===== config.mk =====
export PLATFORM = sky130hd
export DESIGN_NAME = key_strobe_scan
export DESIGN_NICKNAME = d
export VERILOG_FILES = /design/src/rtl/ksc_pkg.sv /design/src/rtl/ksc_dwell_timer.sv /design/src/rtl/ksc_row_seq.sv /design/src/rtl/ksc_row_bank.sv /design/src/rtl/key_strobe_scan.sv
export SDC_FILE = /design/constraint.sdc
export NUM_CORES = 1
export LEC_CHECK = 0
export BUFFER_PORTS_ARGS = -buffer_cell sky130_fd_sc_hd__buf_2
export CORE_ASPECT_RATIO = 0.9
export CORE_MARGIN = 3
export CORE_UTILIZATION = 30
export DETAILED_ROUTE_END_ITERATION = 7
export PLACE_DENSITY_LB_ADDON = 0.05
export SETUP_SLACK_MARGIN = 0.5
export SLEW_MARGIN = 20
export SYNTH_ARGS = -nofsm -noshare
export SYNTH_HDL_FRONTEND = slang
export SYNTH_SLANG_ARGS = --single-unit

===== constraint.sdc =====
create_clock -name clk -period 1.7 [get_ports clk]
set_input_delay 0.34 -clock clk [delete_from_list [all_inputs] [get_ports clk]]
set_output_delay 0.34 -clock clk [all_outputs]
set_load 0.005 [all_outputs]

===== src/rtl/ksc_pkg.sv =====
package ksc_pkg;
  localparam int unsigned KSC_ROWS  = 8;
  localparam int unsigned KSC_COLS  = 4;
  localparam int unsigned KSC_DWELL = 16;

  function automatic int unsigned idx_width(input int unsigned n);
    return (n > 1) ? $clog2(n) : 1;
  endfunction
endpackage


===== src/rtl/ksc_dwell_timer.sv =====
module ksc_dwell_timer
  import ksc_pkg::*;
#(
  parameter int unsigned DWELL_CYC = KSC_DWELL
) (
  input  logic clk,
  input  logic rst_n,
  input  logic run,
  output logic last
);
  localparam int unsigned CNT_W = idx_width(DWELL_CYC);
  localparam logic [CNT_W-1:0] CNT_MAX = CNT_W'(DWELL_CYC - 1);

  logic [CNT_W-1:0] cnt_q;

  assign last = (cnt_q == CNT_MAX);

  always_ff @(posedge clk or negedge rst_n) begin
    if (!rst_n) begin
      cnt_q <= '0;
    end else if (run) begin
      cnt_q <= last ? '0 : cnt_q + 1'b1;
    end
  end
endmodule


===== src/rtl/ksc_row_seq.sv =====
module ksc_row_seq
  import ksc_pkg::*;
#(
  parameter int unsigned ROWS = KSC_ROWS,
  localparam int unsigned ROW_W = idx_width(ROWS)
) (
  input  logic             clk,
  input  logic             rst_n,
  input  logic             run,
  input  logic             advance,
  output logic [ROW_W-1:0] row_idx,
  output logic [ROWS-1:0]  strobe,
  output logic             wrap
);
  localparam logic [ROW_W-1:0] ROW_LAST = ROW_W'(ROWS - 1);

  logic [ROW_W-1:0] row_q;

  assign row_idx = row_q;
  assign wrap    = advance && (row_q == ROW_LAST);

  always_ff @(posedge clk or negedge rst_n) begin
    if (!rst_n) begin
      row_q <= '0;
    end else if (advance) begin
      row_q <= wrap ? '0 : row_q + 1'b1;
    end
  end

  for (genvar i = 0; i < ROWS; i++) begin : g_strobe
    assign strobe[i] = run && (row_q == ROW_W'(i));
  end
endmodule


===== src/rtl/ksc_row_bank.sv =====
module ksc_row_bank
  import ksc_pkg::*;
#(
  parameter int unsigned ROWS = KSC_ROWS,
  parameter int unsigned COLS = KSC_COLS,
  localparam int unsigned ROW_W = idx_width(ROWS)
) (
  input  logic                 clk,
  input  logic                 rst_n,
  input  logic                 wr_en,
  input  logic [ROW_W-1:0]     wr_row,
  input  logic [COLS-1:0]      wr_data,
  input  logic [ROW_W-1:0]     rd_idx,
  output logic [COLS-1:0]      rd_data,
  output logic [ROWS*COLS-1:0] bank_flat
);
  logic [COLS-1:0] bank_q [ROWS];

  for (genvar r = 0; r < ROWS; r++) begin : g_row
    always_ff @(posedge clk or negedge rst_n) begin
      if (!rst_n) begin
        bank_q[r] <= '0;
      end else if (wr_en && (wr_row == ROW_W'(r))) begin
        bank_q[r] <= wr_data;
      end
    end
    assign bank_flat[r*COLS +: COLS] = bank_q[r];
  end

  always_comb begin
    rd_data = '0;
    for (int r = 0; r < ROWS; r++) begin
      if (rd_idx == ROW_W'(r)) rd_data = bank_q[r];
    end
  end
endmodule


===== src/rtl/key_strobe_scan.sv =====
module key_strobe_scan
  import ksc_pkg::*;
#(
  parameter int unsigned ROWS      = KSC_ROWS,
  parameter int unsigned COLS      = KSC_COLS,
  parameter int unsigned DWELL_CYC = KSC_DWELL
) (
  input  logic                       clk,
  input  logic                       rst_n,
  input  logic                       scan_en,
  input  logic [COLS-1:0]            key_ret,
  input  logic [idx_width(ROWS)-1:0] rd_idx,
  output logic [ROWS-1:0]            strobe,
  output logic [COLS-1:0]            rd_data,
  output logic                       scan_done
);
  localparam int unsigned ROW_W = idx_width(ROWS);

  logic             last_beat;
  logic             advance;
  logic             wrap;
  logic [ROW_W-1:0] row_idx;
  logic [ROWS*COLS-1:0] bank_flat;
  logic             done_q;

  assign advance   = scan_en && last_beat;
  assign scan_done = done_q;

  ksc_dwell_timer #(.DWELL_CYC(DWELL_CYC)) u_timer (
    .clk   (clk),
    .rst_n (rst_n),
    .run   (scan_en),
    .last  (last_beat)
  );

  ksc_row_seq #(.ROWS(ROWS)) u_seq (
    .clk     (clk),
    .rst_n   (rst_n),
    .run     (scan_en),
    .advance (advance),
    .row_idx (row_idx),
    .strobe  (strobe),
    .wrap    (wrap)
  );

  ksc_row_bank #(.ROWS(ROWS), .COLS(COLS)) u_bank (
    .clk       (clk),
    .rst_n     (rst_n),
    .wr_en     (advance),
    .wr_row    (row_idx),
    .wr_data   (key_ret),
    .rd_idx    (rd_idx),
    .rd_data   (rd_data),
    .bank_flat (bank_flat)
  );

  always_ff @(posedge clk or negedge rst_n) begin
    if (!rst_n) done_q <= 1'b0;
    else        done_q <= wrap;
  end
endmodule


==> impl_metrics.prom <==
# TYPE chip_impl_metric gauge
chip_impl_metric{name="grt_max_degree",unit=""} 41
chip_impl_metric{name="crit_arrival",unit="ns"} 1.56
chip_impl_metric{name="hold_violations",unit=""} 0
chip_impl_metric{name="h_tree_depth",unit=""} 2
chip_impl_metric{name="min_period_over_period",unit=""} 1.116
chip_impl_metric{name="ys_warn_count",unit=""} 0
chip_impl_metric{name="antenna_violations_before_repair",unit=""} 0
chip_impl_metric{name="timing.reg2reg.worst_path_depth",unit=""} 6
chip_impl_metric{name="synth-seq-cells",unit=""} 40
chip_impl_metric{name="number_of_core_rows",unit=""} 28
chip_impl_info{name="cp-start-kind",value="register"} 1
chip_impl_metric{name="clock_latency",unit="ns"} 0.30
chip_impl_metric{name="netlist_area",unit="sq um"} 2108
chip_impl_metric{name="place.detailed.hpwl",unit="um"} 3412
chip_impl_metric{name="cts.path.max_buffers",unit=""} 2
chip_impl_metric{name="start_util",unit=""} 0.3151
chip_impl_info{name="status",value="complete, but fails checks"} 1
chip_impl_info{name="cell_types_with_the_highest_counts_after_synthesis",value="40 x dfrtp_1, 30 x mux2_2, 13 x nand2_1, 9 x o21ai_0, 8 x inv_1"} 1
chip_impl_metric{name="first_pass_grt_wire_length",unit="um"} 8818
chip_impl_metric{name="maxCapViolations",unit=""} 0
chip_impl_metric{name="cts_made_buffers",unit=""} 5
chip_impl_metric{name="max_freq",unit="MHz"} 526.9
chip_impl_info{name="synth_top_cell_by_area",value="dfrtp_1"} 1
chip_impl_info{name="path_type_of_the_worst_setup_path",value="register to output port"} 1
chip_impl_metric{name="dr_total_vias",unit=""} 1492
chip_impl_metric{name="place.port_buffers",unit=""} 22
chip_impl_metric{name="whs",unit="ns"} 0.09413
chip_impl_info{name="startpoint",value="u_bank.bank_flat[3]"} 1
chip_impl_metric{name="hold_buffers",unit=""} 0
chip_impl_metric{name="post_synth.cell_area_avg",unit="sq um"} 12.47
chip_impl_metric{name="timing.reg2reg.setup_slack",unit="ns"} 0.10
chip_impl_info{name="synth_area_leaders",value="dfrtp_1 47%, mux2_2 16%, mux4_1 5.0%"} 1
chip_impl_info{name="rsz0062_at_grt",value="yes"} 1
chip_impl_info{name="synth_ff_type",value="dfrtp_1"} 1
chip_impl_metric{name="layout-drive-gt1-share",unit=""} 0.6637
chip_impl_metric{name="grtUsageTotal",unit=""} 0.1435
chip_impl_info{name="failed_checks",value="negative setup slack"} 1
chip_impl_metric{name="count_of_antenna_diodes_in_the_layout",unit=""} 0
chip_impl_metric{name="slew_headroom",unit=""} 0.6553
chip_impl_metric{name="sequential_area_share_after_synthesis",unit=""} 0.4748
chip_impl_metric{name="crit_required",unit="ns"} 1.36
chip_impl_metric{name="power.density_cell_area",unit="nW/um^2"} 1192
chip_impl_metric{name="grt_pass1_vias",unit=""} 1617
chip_impl_metric{name="finalWirelength",unit="um"} 5200
chip_impl_metric{name="report.final.setup_viol",unit=""} 3
chip_impl_metric{name="synthDistinctLibCells",unit=""} 33
chip_impl_metric{name="dieWidth",unit="um"} 94.37
chip_impl_metric{name="slew_violations",unit=""} 0
chip_impl_metric{name="core_area",unit="sq um"} 6691
chip_impl_info{name="worstReg2RegEnd",value="u_bank.bank_flat[15]"} 1
chip_impl_metric{name="max-vdd-ir-drop",unit="mV"} 0.7032
chip_impl_metric{name="routedWlPerCell",unit="um"} 16.46
chip_impl_metric{name="timing.clock.skew",unit="ns"} 0.01435
chip_impl_metric{name="number_of_nets_produced_by_synthesis",unit=""} 186
chip_impl_metric{name="worst_slew_pin_slew",unit="ns"} 0.5170
chip_impl_metric{name="area.growth.synth_to_final",unit="%"} 51.34
chip_impl_info{name="cts_tree",value="yes"} 1
chip_impl_metric{name="synth_edf_count",unit=""} 0
chip_impl_metric{name="overflow",unit=""} 0
chip_impl_metric{name="ant_nets",unit=""} 0
chip_impl_metric{name="finalNonFillerCells",unit=""} 316
chip_impl_info{name="timing.hold.worst.class",value="input pin to asynchronous set/reset pin"} 1
chip_impl_metric{name="ys_async_sr_fraction",unit=""} 1.000
chip_impl_metric{name="fin_nets",unit=""} 243
chip_impl_info{name="setup.worst_path.end_class",value="output port"} 1
chip_impl_metric{name="drt_pre_antenna_iters",unit=""} 4
chip_impl_metric{name="clock_sink_total",unit=""} 40
chip_impl_metric{name="chipHeight",unit="um"} 85.53
chip_impl_metric{name="route.detailed.vias_per_inst",unit=""} 4.722
chip_impl_info{name="crit_path_end",value="rd_data[3]"} 1
chip_impl_info{name="timing.rr.start",value="u_seq.row_idx[0]"} 1
chip_impl_metric{name="design.portCount",unit=""} 23
chip_impl_metric{name="finalWeightedCongestion",unit=""} 0.7693
chip_impl_metric{name="synth_top_area_share",unit=""} 0.4748
chip_impl_metric{name="dp.cells",unit=""} 280
chip_impl_info{name="yosys.cell_count.top_type",value="dfrtp_1"} 1
chip_impl_metric{name="worst_setup_hold_path_clk_slew",unit="ns"} 0.09
chip_impl_metric{name="period_minus_slack",unit="ns"} 1.898
chip_impl_metric{name="dr.first_iter.drc_count",unit=""} 43
chip_impl_metric{name="synthCells",unit=""} 169
chip_impl_metric{name="die_area",unit="sq um"} 8071
chip_impl_metric{name="power.static_leakage",unit="nW"} 1.499
chip_impl_metric{name="post-route-drc-count",unit=""} 0
chip_impl_info{name="cts_root_buf",value="clkbuf_8"} 1
chip_impl_metric{name="pre_cts_slack",unit="ns"} -0.1054
chip_impl_metric{name="path_max_fanout",unit=""} 2
chip_impl_metric{name="final.setup.worst_slack",unit="ns"} -0.1979
per-layer routing:
layer,vias up,track usage,wire length [um]
met5,-,0,0
met4,0,0.04462,87
met3,8,0.02982,191
met2,19,0.2274,2555
met1,754,0.1975,2364
li1,711,-,-
stage by stage:
step | power, W | TNS [ns] | util | area [sq um]
2_1_floorplan | 0.002092 | 0 | - | 2316
3_3_place_gp | 0.002335 | -0.2242 | 0.3760 | 2516
3_5_place_dp | 0.002367 | -0.2697 | 0.3760 | 2516
4_1_cts | 0.003702 | -0.5014 | 0.4577 | 3063
5_1_grt | 0.004047 | -0.6249 | 0.4768 | 3191
6_report | 0.003802 | -0.4597 | 0.4768 | 3191
kinds of logic (layout without fill, tap and decap cells):
family                     count (synthesis)  count (layout)  share of synthesized area
buffers and inverters                     16              73                    0.03976
AOI/OAI and AO/OA                         16              16                    0.04154
DFF                                       40              40                     0.4748
adders and majority gates                  7               7                    0.04154
and+or+nand+nor                           46              46                     0.1300
muxes                                     43              43                     0.2682
xor gates and xnor gates                   1               1                   0.004155
worst min path at each step:
| stage | start | depth (start not counted) | endpoint |
|---|---|---|---|
| 6_report | rst_n | 2 | scan_done |
| 5_1_grt | rst_n | 2 | scan_done |
| 4_1_cts | rst_n | 2 | u_bank.bank_flat[8] |
| 3_5_place_dp | rst_n | 2 | scan_done |
| 3_3_place_gp | rst_n | 2 | scan_done |
| 2_1_floorplan | rst_n | 0 | scan_done |
final cells by class:
type                            count  area, sq um
Clock buffer                        5        68.82
Timing Repair Buffer               58        553.0
Inverter                            8        37.54
Clock inverter                      2        60.06
Fill cell                         604         3501
Multi-Input combinational cell    113         1351
Sequential cell                    40         1007
Tap cell                           90        112.6
cells in the final DEF (no fill, tap or decap), drive strengths merged, types with 2 or more instances in the layout:
| cell type | count |
|---|---|
| a21oi | 4 |
| and2 | 3 |
| and3 | 4 |
| buf | 58 |
| bufinv | 2 |
| clkbuf | 5 |
| dfrtp | 40 |
| ha | 7 |
| inv | 8 |
| mux2 | 34 |
| mux2i | 4 |
| mux4 | 5 |
| nand2 | 14 |
| nand3 | 8 |
| nand3b | 2 |
| nand4 | 3 |
| nor2 | 5 |
| nor3 | 3 |
| o211ai | 2 |
| o21ai | 9 |
flip-flops by register name, indices dropped and copies added, names as in the netlist:
register / cells
scan_done: 1
u_bank.bank_flat: 32
u_seq.row_idx: 3
u_timer.cnt_q: 4
power breakdown:
part,switching (W),internal [W],leakage [nW]
registers,0.000220,0.00117,0.532
logic,0.000623,0.000888,0.904
clock network,0.000327,0.000578,0.0642
what timing repair did:
| action | CTS | global route |
|---|---|---|
| resized for setup | 60 | 17 |
| buffers inserted | 20 | 8 |
| cloned | 1 | 0 |
| endpoints found under the hold margin | 0 | 0 |
| endpoints found under the setup margin | 48 | 48 |
| pin swaps | 24 | 23 |
critical path: stages, from the launching register on:
cell and delay (ns):
dfrtp_1 0.40, mux4_2 0.46, mux2_4 0.28, buf_6 0.11
Note: power is estimated with default switching activity, not from simulation.
